[config.mk]
export PLATFORM = sky130hd
export DESIGN_NAME = nvsram_ctl
export DESIGN_NICKNAME = d
export VERILOG_FILES = /design/src/rtl/nvs_pkg.sv /design/src/rtl/nvs_key_match.sv /design/src/rtl/nvs_seq.sv /design/src/rtl/nvs_array.sv /design/src/rtl/nvsram_ctl.sv
export SDC_FILE = /design/constraint.sdc
export NUM_CORES = 2
export LEC_CHECK = 0
export ABC_AREA = 1
export BUFFER_PORTS_ARGS = -buffer_cell sky130_fd_sc_hd__clkbuf_2
export CAP_MARGIN = 20
export CORE_AREA = 3 3 350 352
export DETAILED_ROUTE_END_ITERATION = 16
export DIE_AREA = 0 0 353 355
export GPL_TIMING_DRIVEN = 0
export PLACE_DENSITY = 0.52
export SLEW_MARGIN = 15
export SYNTH_ARGS = -nofsm -noshare
export SYNTH_HDL_FRONTEND = slang
export SYNTH_SLANG_ARGS = --single-unit
export TNS_END_PERCENT = 30
[constraint.sdc]
create_clock -name clk -period 70.8 [get_ports clk]
set_clock_uncertainty 0.15 [all_clocks]
set_input_delay 3.54 -clock clk [delete_from_list [all_inputs] [get_ports clk]]
set_output_delay 3.54 -clock clk [all_outputs]
set_load 0.01 [all_outputs]
[src/rtl/nvs_pkg.sv]
package nvs_pkg;

  localparam int KEY_AW = 13;

  localparam logic [KEY_AW-1:0] KEY_STORE  = 13'h0F0F;
  localparam logic [KEY_AW-1:0] KEY_RECALL = 13'h0F0E;

  typedef enum logic [1:0] {
    OP_NONE,
    OP_STORE,
    OP_RECALL
  } nv_op_e;

  typedef enum logic [2:0] {
    S_IDLE,
    S_STORE,
    S_RECALL,
    S_HSB_ST,
    S_LOCK
  } nv_state_e;

  // Expected address for key positions 0..4; position 5 selects the operation.
  function automatic logic [KEY_AW-1:0] key_at(input logic [2:0] pos);
    case (pos)
      3'd0:    key_at = 13'h0000;
      3'd1:    key_at = 13'h1555;
      3'd2:    key_at = 13'h0AAA;
      3'd3:    key_at = 13'h1FFF;
      3'd4:    key_at = 13'h10F0;
      default: key_at = 13'h0000;
    endcase
  endfunction

endpackage

[src/rtl/nvs_key_match.sv]
module nvs_key_match
  import nvs_pkg::*;
#(
  parameter int AW = 13
) (
  input  logic          clk,
  input  logic          rst_n,
  input  logic          en,
  input  logic          ce_fall,
  input  logic          wr,
  input  logic [AW-1:0] addr,
  output nv_op_e        op_req
);

  localparam logic [2:0] LAST_POS = 3'd5;

  logic [2:0] pos_q, pos_d;
  nv_op_e     op_d;

  always_comb begin
    pos_d = pos_q;
    op_d  = OP_NONE;
    if (!en || wr) begin
      pos_d = '0;
    end else if (ce_fall) begin
      if (pos_q == LAST_POS) begin
        if (addr == AW'(KEY_STORE)) begin
          op_d  = OP_STORE;
          pos_d = '0;
        end else if (addr == AW'(KEY_RECALL)) begin
          op_d  = OP_RECALL;
          pos_d = '0;
        end else if (addr == AW'(key_at(3'd0))) begin
          pos_d = 3'd1;
        end else begin
          pos_d = '0;
        end
      end else if (addr == AW'(key_at(pos_q))) begin
        pos_d = pos_q + 3'd1;
      end else if (addr == AW'(key_at(3'd0))) begin
        pos_d = 3'd1;
      end else begin
        pos_d = '0;
      end
    end
  end

  always_ff @(posedge clk or negedge rst_n) begin
    if (!rst_n) pos_q <= '0;
    else        pos_q <= pos_d;
  end

  assign op_req = op_d;

  assert_write_aborts_R6: assert property (@(posedge clk) disable iff (!rst_n)
    wr |=> (pos_q == 3'd0));

  assert_fire_resets_R4: assert property (@(posedge clk) disable iff (!rst_n)
    (op_d != OP_NONE) |=> (pos_q == 3'd0));

endmodule

[src/rtl/nvs_seq.sv]
module nvs_seq
  import nvs_pkg::*;
#(
  parameter int BUSY_CYC = 16
) (
  input  logic   clk,
  input  logic   rst_n,
  input  logic   hsb_n,
  input  nv_op_e op_req,
  input  logic   wr_fire,
  output logic   busy,
  output logic   do_store,
  output logic   do_recall
);

  localparam int CW = $clog2(BUSY_CYC + 1);
  localparam logic [CW-1:0] LOAD = CW'(BUSY_CYC - 1);

  nv_state_e     state_q, state_d;
  logic [CW-1:0] cnt_q, cnt_d;
  logic          dirty_q, dirty_d;
  logic          cnt_zero;

  assign cnt_zero = (cnt_q == '0);

  always_comb begin
    state_d   = state_q;
    cnt_d     = cnt_q;
    do_store  = 1'b0;
    do_recall = 1'b0;
    case (state_q)
      S_IDLE: begin
        if (!hsb_n) begin
          state_d = dirty_q ? S_HSB_ST : S_LOCK;
          cnt_d   = LOAD;
        end else if (op_req == OP_STORE) begin
          state_d = S_STORE;
          cnt_d   = LOAD;
        end else if (op_req == OP_RECALL) begin
          state_d = S_RECALL;
          cnt_d   = LOAD;
        end
      end
      S_STORE, S_HSB_ST: begin
        if (cnt_zero) begin
          do_store = 1'b1;
          state_d  = (state_q == S_HSB_ST) ? S_LOCK : S_IDLE;
        end else begin
          cnt_d = cnt_q - 1'b1;
        end
      end
      S_RECALL: begin
        if (cnt_zero) begin
          do_recall = 1'b1;
          state_d   = S_IDLE;
        end else begin
          cnt_d = cnt_q - 1'b1;
        end
      end
      S_LOCK: begin
        if (hsb_n) state_d = S_IDLE;
      end
      default: state_d = S_IDLE;
    endcase
  end

  always_comb begin
    dirty_d = dirty_q;
    if (do_store || do_recall) dirty_d = 1'b0;
    else if (wr_fire)          dirty_d = 1'b1;
  end

  always_ff @(posedge clk or negedge rst_n) begin
    if (!rst_n) begin
      state_q <= S_IDLE;
      cnt_q   <= '0;
      dirty_q <= 1'b0;
    end else begin
      state_q <= state_d;
      cnt_q   <= cnt_d;
      dirty_q <= dirty_d;
    end
  end

  assign busy = (state_q != S_IDLE);

  assert_lock_hold_R9: assert property (@(posedge clk) disable iff (!rst_n)
    (state_q == S_LOCK && !hsb_n) |=> (state_q == S_LOCK));

  assert_skip_clean_R10: assert property (@(posedge clk) disable iff (!rst_n)
    (state_q == S_IDLE && !hsb_n && !dirty_q) |=> (state_q == S_LOCK && !do_store));

  assert_dirty_clear_R11: assert property (@(posedge clk) disable iff (!rst_n)
    (do_store || do_recall) |=> !dirty_q);

endmodule

[src/rtl/nvs_array.sv]
module nvs_array #(
  parameter int              MEM_AW      = 6,
  parameter int              DW          = 8,
  parameter logic [DW-1:0]   SHADOW_SEED = 8'hA5
) (
  input  logic              clk,
  input  logic              rst_n,
  input  logic              wr_en,
  input  logic [MEM_AW-1:0] idx,
  input  logic [DW-1:0]     wdata,
  input  logic              do_store,
  input  logic              do_recall,
  output logic [DW-1:0]     rdata
);

  localparam int DEPTH = 1 << MEM_AW;

  logic [DW-1:0] sram_q [DEPTH];
  logic [DW-1:0] nv_q   [DEPTH];

  always_ff @(posedge clk or negedge rst_n) begin
    if (!rst_n) begin
      for (int i = 0; i < DEPTH; i++) sram_q[i] <= '0;
    end else if (do_recall) begin
      sram_q <= nv_q;
    end else if (wr_en) begin
      sram_q[idx] <= wdata;
    end
  end

  always_ff @(posedge clk or negedge rst_n) begin
    if (!rst_n) begin
      for (int i = 0; i < DEPTH; i++) nv_q[i] <= SHADOW_SEED ^ DW'(i);
    end else if (do_store) begin
      nv_q <= sram_q;
    end
  end

  assign rdata = sram_q[idx];

endmodule

[src/rtl/nvsram_ctl.sv]
module nvsram_ctl
  import nvs_pkg::*;
#(
  parameter int            AW          = 13,
  parameter int            MEM_AW      = 6,
  parameter int            DW          = 8,
  parameter int            BUSY_CYC    = 16,
  parameter logic [DW-1:0] SHADOW_SEED = 8'hA5
) (
  input  logic          clk,
  input  logic          rst_n,
  input  logic          ce_n,
  input  logic          we_n,
  input  logic          oe_n,
  input  logic          hsb_n,
  input  logic [AW-1:0] addr,
  input  logic [DW-1:0] din,
  output logic [DW-1:0] dout,
  output logic          dout_oe,
  output logic          busy
);

  logic [1:0]    rst_sync_q;
  logic          rst_s_n;
  logic          ce_q;
  logic          ce_fall;
  logic          wr_raw;
  logic          wr_fire;
  logic          rd_en;
  nv_op_e        op_req;
  logic          do_store, do_recall;
  logic [DW-1:0] rdata;

  always_ff @(posedge clk or negedge rst_n) begin
    if (!rst_n) rst_sync_q <= 2'b00;
    else        rst_sync_q <= {rst_sync_q[0], 1'b1};
  end
  assign rst_s_n = rst_sync_q[1];

  always_ff @(posedge clk or negedge rst_s_n) begin
    if (!rst_s_n) ce_q <= 1'b1;
    else          ce_q <= ce_n;
  end

  assign ce_fall = ce_q & ~ce_n;
  assign wr_raw  = ~ce_n & ~we_n;
  assign wr_fire = wr_raw & ~busy;
  assign rd_en   = ~ce_n & we_n & ~oe_n & ~busy;

  nvs_key_match #(.AW(AW)) key_i (
    .clk     (clk),
    .rst_n   (rst_s_n),
    .en      (~busy),
    .ce_fall (ce_fall),
    .wr      (wr_raw),
    .addr    (addr),
    .op_req  (op_req)
  );

  nvs_seq #(.BUSY_CYC(BUSY_CYC)) seq_i (
    .clk       (clk),
    .rst_n     (rst_s_n),
    .hsb_n     (hsb_n),
    .op_req    (op_req),
    .wr_fire   (wr_fire),
    .busy      (busy),
    .do_store  (do_store),
    .do_recall (do_recall)
  );

  nvs_array #(.MEM_AW(MEM_AW), .DW(DW), .SHADOW_SEED(SHADOW_SEED)) mem_i (
    .clk       (clk),
    .rst_n     (rst_s_n),
    .wr_en     (wr_fire),
    .idx       (addr[MEM_AW-1:0]),
    .wdata     (din),
    .do_store  (do_store),
    .do_recall (do_recall),
    .rdata     (rdata)
  );

  assign dout    = rd_en ? rdata : '0;
  assign dout_oe = rd_en;

  assert_op_starts_busy_R4: assert property (@(posedge clk) disable iff (!rst_s_n)
    (op_req != OP_NONE && !busy && hsb_n) |=> busy);

  assert_busy_no_drive_R8: assert property (@(posedge clk) disable iff (!rst_s_n)
    ($past(busy) && busy) |-> !dout_oe);

endmodule

==> results.toml <==
[yosys]
synth_top_cell_area_share_pct = 41.08
synth-seq-area-share_pct = 55.26
synth_area_per_cell_sq_um = 8.674
yosys.area.top_type = "dfrtp_1"
synth_nets = 5526
yosysUniqueCellTypes = 38
synth_cells = 5492
ys_warn_count = 0
ys_top_cells_by_area = "dfrtp_1, dfstp_2, nand2_1"
synth_area_sq_um = 47640
synth-seq-cells = 1039

[finish]
multi_input_area_sq_um = 17780
final_area_sq_um = 54470
utilization_pct = 45.52
final_nets = 5702
nFillCells = 11807
drive_above_1_share_pct = 15.97
final-seq-area_sq_um = 26330
synthToLayoutAreaGrowth_pct = 14.34

[drt]
drc = 0
drtIter0Drc = 6628
wirelength_microns = 233300
vias_per_cell = 5.977
drt_pass1_iterations = 6
vias = 44289
wire_per_inst_microns = 31.48
final_antenna_net_count = 0

[power]
total_power_mw = 1.609
ir_worst_vdd_v = 0.00002340
power.internal_mw = 1.132
p_leak_nw = 25.35
power_frac_comb_pct = 14.3
swShare_pct = 29.63
clkPwrFrac_pct = 39.0
power_density_nw_per_um2 = 29.53
switchingPower_mw = 0.4766
pwr-share-seq_pct = 46.8

[sta]
worst_pin_slew_ps = 1293
rsz0062_at_grt = "no"
setup_violations = 0
drv_slew = 0
finalCritPeriodShare_pct = 16.02
fmax_mhz = 88.14
relSlewSlack_pct = 13.69
post-route-min-period_ps = 11350
finalHoldViolations = 0
tns_ps = 0

[critical_path]
start_kind = "input port"
reg2reg_depth = 8
crit_arrival_ps = 7660
crit_type = "input port to output port"
crit_fanout = 10
rrSetupSlack_ps = 66750
crit_path_end_kind = "output port"
worstPathRequired_ps = 67110

[run]
drv_cap = 0

[clocking]
clk_pin_slew_ps = 60
post-cts-setup-buffers = 0
clockBufferDepth = 3
holdBufCountCts = 0
insertion_delay_ps = 730
cts_made_buffers = 116
ctsResizeCount = 0
tritoncts = "yes"
h-tree-depth = 3
cts.sinks = 1039
root_buffer = "clkbuf_16"

[die]
core_region_area_sq_um = 119700
die_h_microns = 355
num_io_pins = 37
rows = 127
die_w_microns = 353
die_area_sq_um = 125300
initial_core_util_pct = 39.81

[min_path]
hp-class = "register to async pin"

[place]
gp_congestion = 1.037
dpl_cell_area_sq_um = 50510
hpwl_microns = 158900
io_buffers = 28

[global_routing]
grt_util_all_layers_pct = 36.62
overflow = 0
grt_max_degree = 58
antenna_found_initial = 29
grt_pass1_wl_microns = 325000
grt_pass1_vias = 41646

[status]
status = "finished, final reports clean"
==> power groups by stage <==
| stage | registers [mW] | logic [mW] | clock network, mW |
|---|---|---|---|
| 2_1_floorplan | 0.756 | 0.130 | 0 |
| 3_3_place_gp | 0.772 | 0.200 | 0 |
| 3_5_place_dp | 0.759 | 0.222 | 0 |
| 4_1_cts | 0.750 | 0.222 | 0.630 |
| 5_1_grt | 0.761 | 0.249 | 0.656 |
| 6_report | 0.752 | 0.229 | 0.627 |
==> final timing paths <==
| kind | endpoint | from |
|---|---|---|
| worst max-delay path | dout[4] | addr[1] |
| worst min-delay path | mem_i.sram_q[484] | rst_sync_q[1] |
| worst max register to register | mem_i.sram_q[367] | seq_i.cnt_q[0] |
| worst min register to register | mem_i.sram_q[484] | rst_sync_q[1] |
| max in group asynchronous | rst_sync_q[1] | rst_n |
| min in group clk | rst_sync_q[1] | rst_sync_q[0] |
==> stage by stage <==
stage | worst slack, ps | std cells | hold WS (ps)
floorplan | 39990 | 5492 | 181.2
global placement | 25390 | 7132 | 185.1
detailed placement | 59790 | 7162 | 190.4
CTS | 59790 | 7384 | 204.3
global route | 59560 | 7389 | 215.3
finish | 59450 | 7410 | 185.9
==> cells in the mapped netlist, drive strengths merged <==
cell type,n
dfstp,257
nor3,4
o21a,1
clkinv,5
a31oi,9
clkbuf,104
o221ai,310
o211ai,21
a211oi,9
mux2,108
a22oi,1
nand3,73
nand2,1563
conb,1
a21oi,233
nor4,1
nor2,443
buf,208
inv,538
ha,7
o21ai,755
nand4,57
dfrtp,782
or2,2
==> sequential cells by signal, indices dropped and copies added, names as in the netlist <==
register / flops
seq_i.state_q: 3
seq_i.cnt_q: 5
ce_q: 1
mem_i.nv_q: 512
seq_i.dirty_q: 1
key_i.pos_q: 3
mem_i.sram_q: 512
rst_sync_q: 2
==> routing by layer <==
metal | GRT usage, % | wire length, microns | vias up
li1 | - | - | 18585
met1 | 49.22 | 92370 | 22142
met2 | 50.49 | 94440 | 2840
met3 | 11.76 | 28790 | 708
met4 | 23.90 | 17560 | 14
met5 | 0.2692 | 100 | -
==> worst max-delay path: stages <==
cell	delay (ps)
buf_4	190
buf_2	360
nor2_2	1080
buf_2	790
nand2_1	190
nand2_1	130
nor2_1	70
nand2_1	100
nand2_1	130
nand2_1	210
nor2_1	120
a21oi_1	470
clkbuf_2	230
==> cell usage in the layout (no fill, tap or decap), types with 5 or more instances in the layout <==
cell type	count
nand4_1	57
a211oi_1	9
diode_2	26
clkinv_2	21
nor2_1	433
buf_4	11
dfrtp_1	781
o21ai_0	750
nand3_1	69
clkbuf_1	116
ha_1	7
clkbuf_8	31
nand2_1	1514
nand2_2	47
o221ai_1	310
dfstp_2	257
a21oi_1	231
mux2_2	108
a31oi_1	9
clkbuf_16	119
buf_1	9
o211ai_1	21
clkinv_1	5
nor2_2	5
buf_16	18
buf_2	181
bufinv_16	5
buf_6	11
inv_2	17
inv_1	519
clkbuf_2	53
==> cells by family (layout without fill, tap and decap cells) <==
logic type | Yosys count | after routing | share of synthesized area, %
adder cells (fa/ha/maj) | 7 | 7 | 0.1839
multiplexers | 108 | 108 | 2.553
AND/OR/NAND/NOR | 2143 | 2143 | 17.83
buffers and inverters | 855 | 1135 | 7.425
AO/OA/AOI/OAI | 1339 | 1339 | 16.74
other | 1 | 27 | 0.007872
flip-flops | 1039 | 1039 | 55.26
==> final cells by class <==
type / instances / area share, %
Inverter: 543 / 3.751
Multi-Input combinational cell: 3598 / 32.65
Clock buffer: 187 / 6.506
Sequential cell: 1039 / 48.33
Tap cell: 1612 / 3.703
Buffer: 312 / 2.807
Antenna cell: 26 / 0.1195
Clock inverter: 35 / 0.6317
Timing Repair Buffer: 58 / 1.495
No activity file was read; power rests on OpenSTA's default activity.
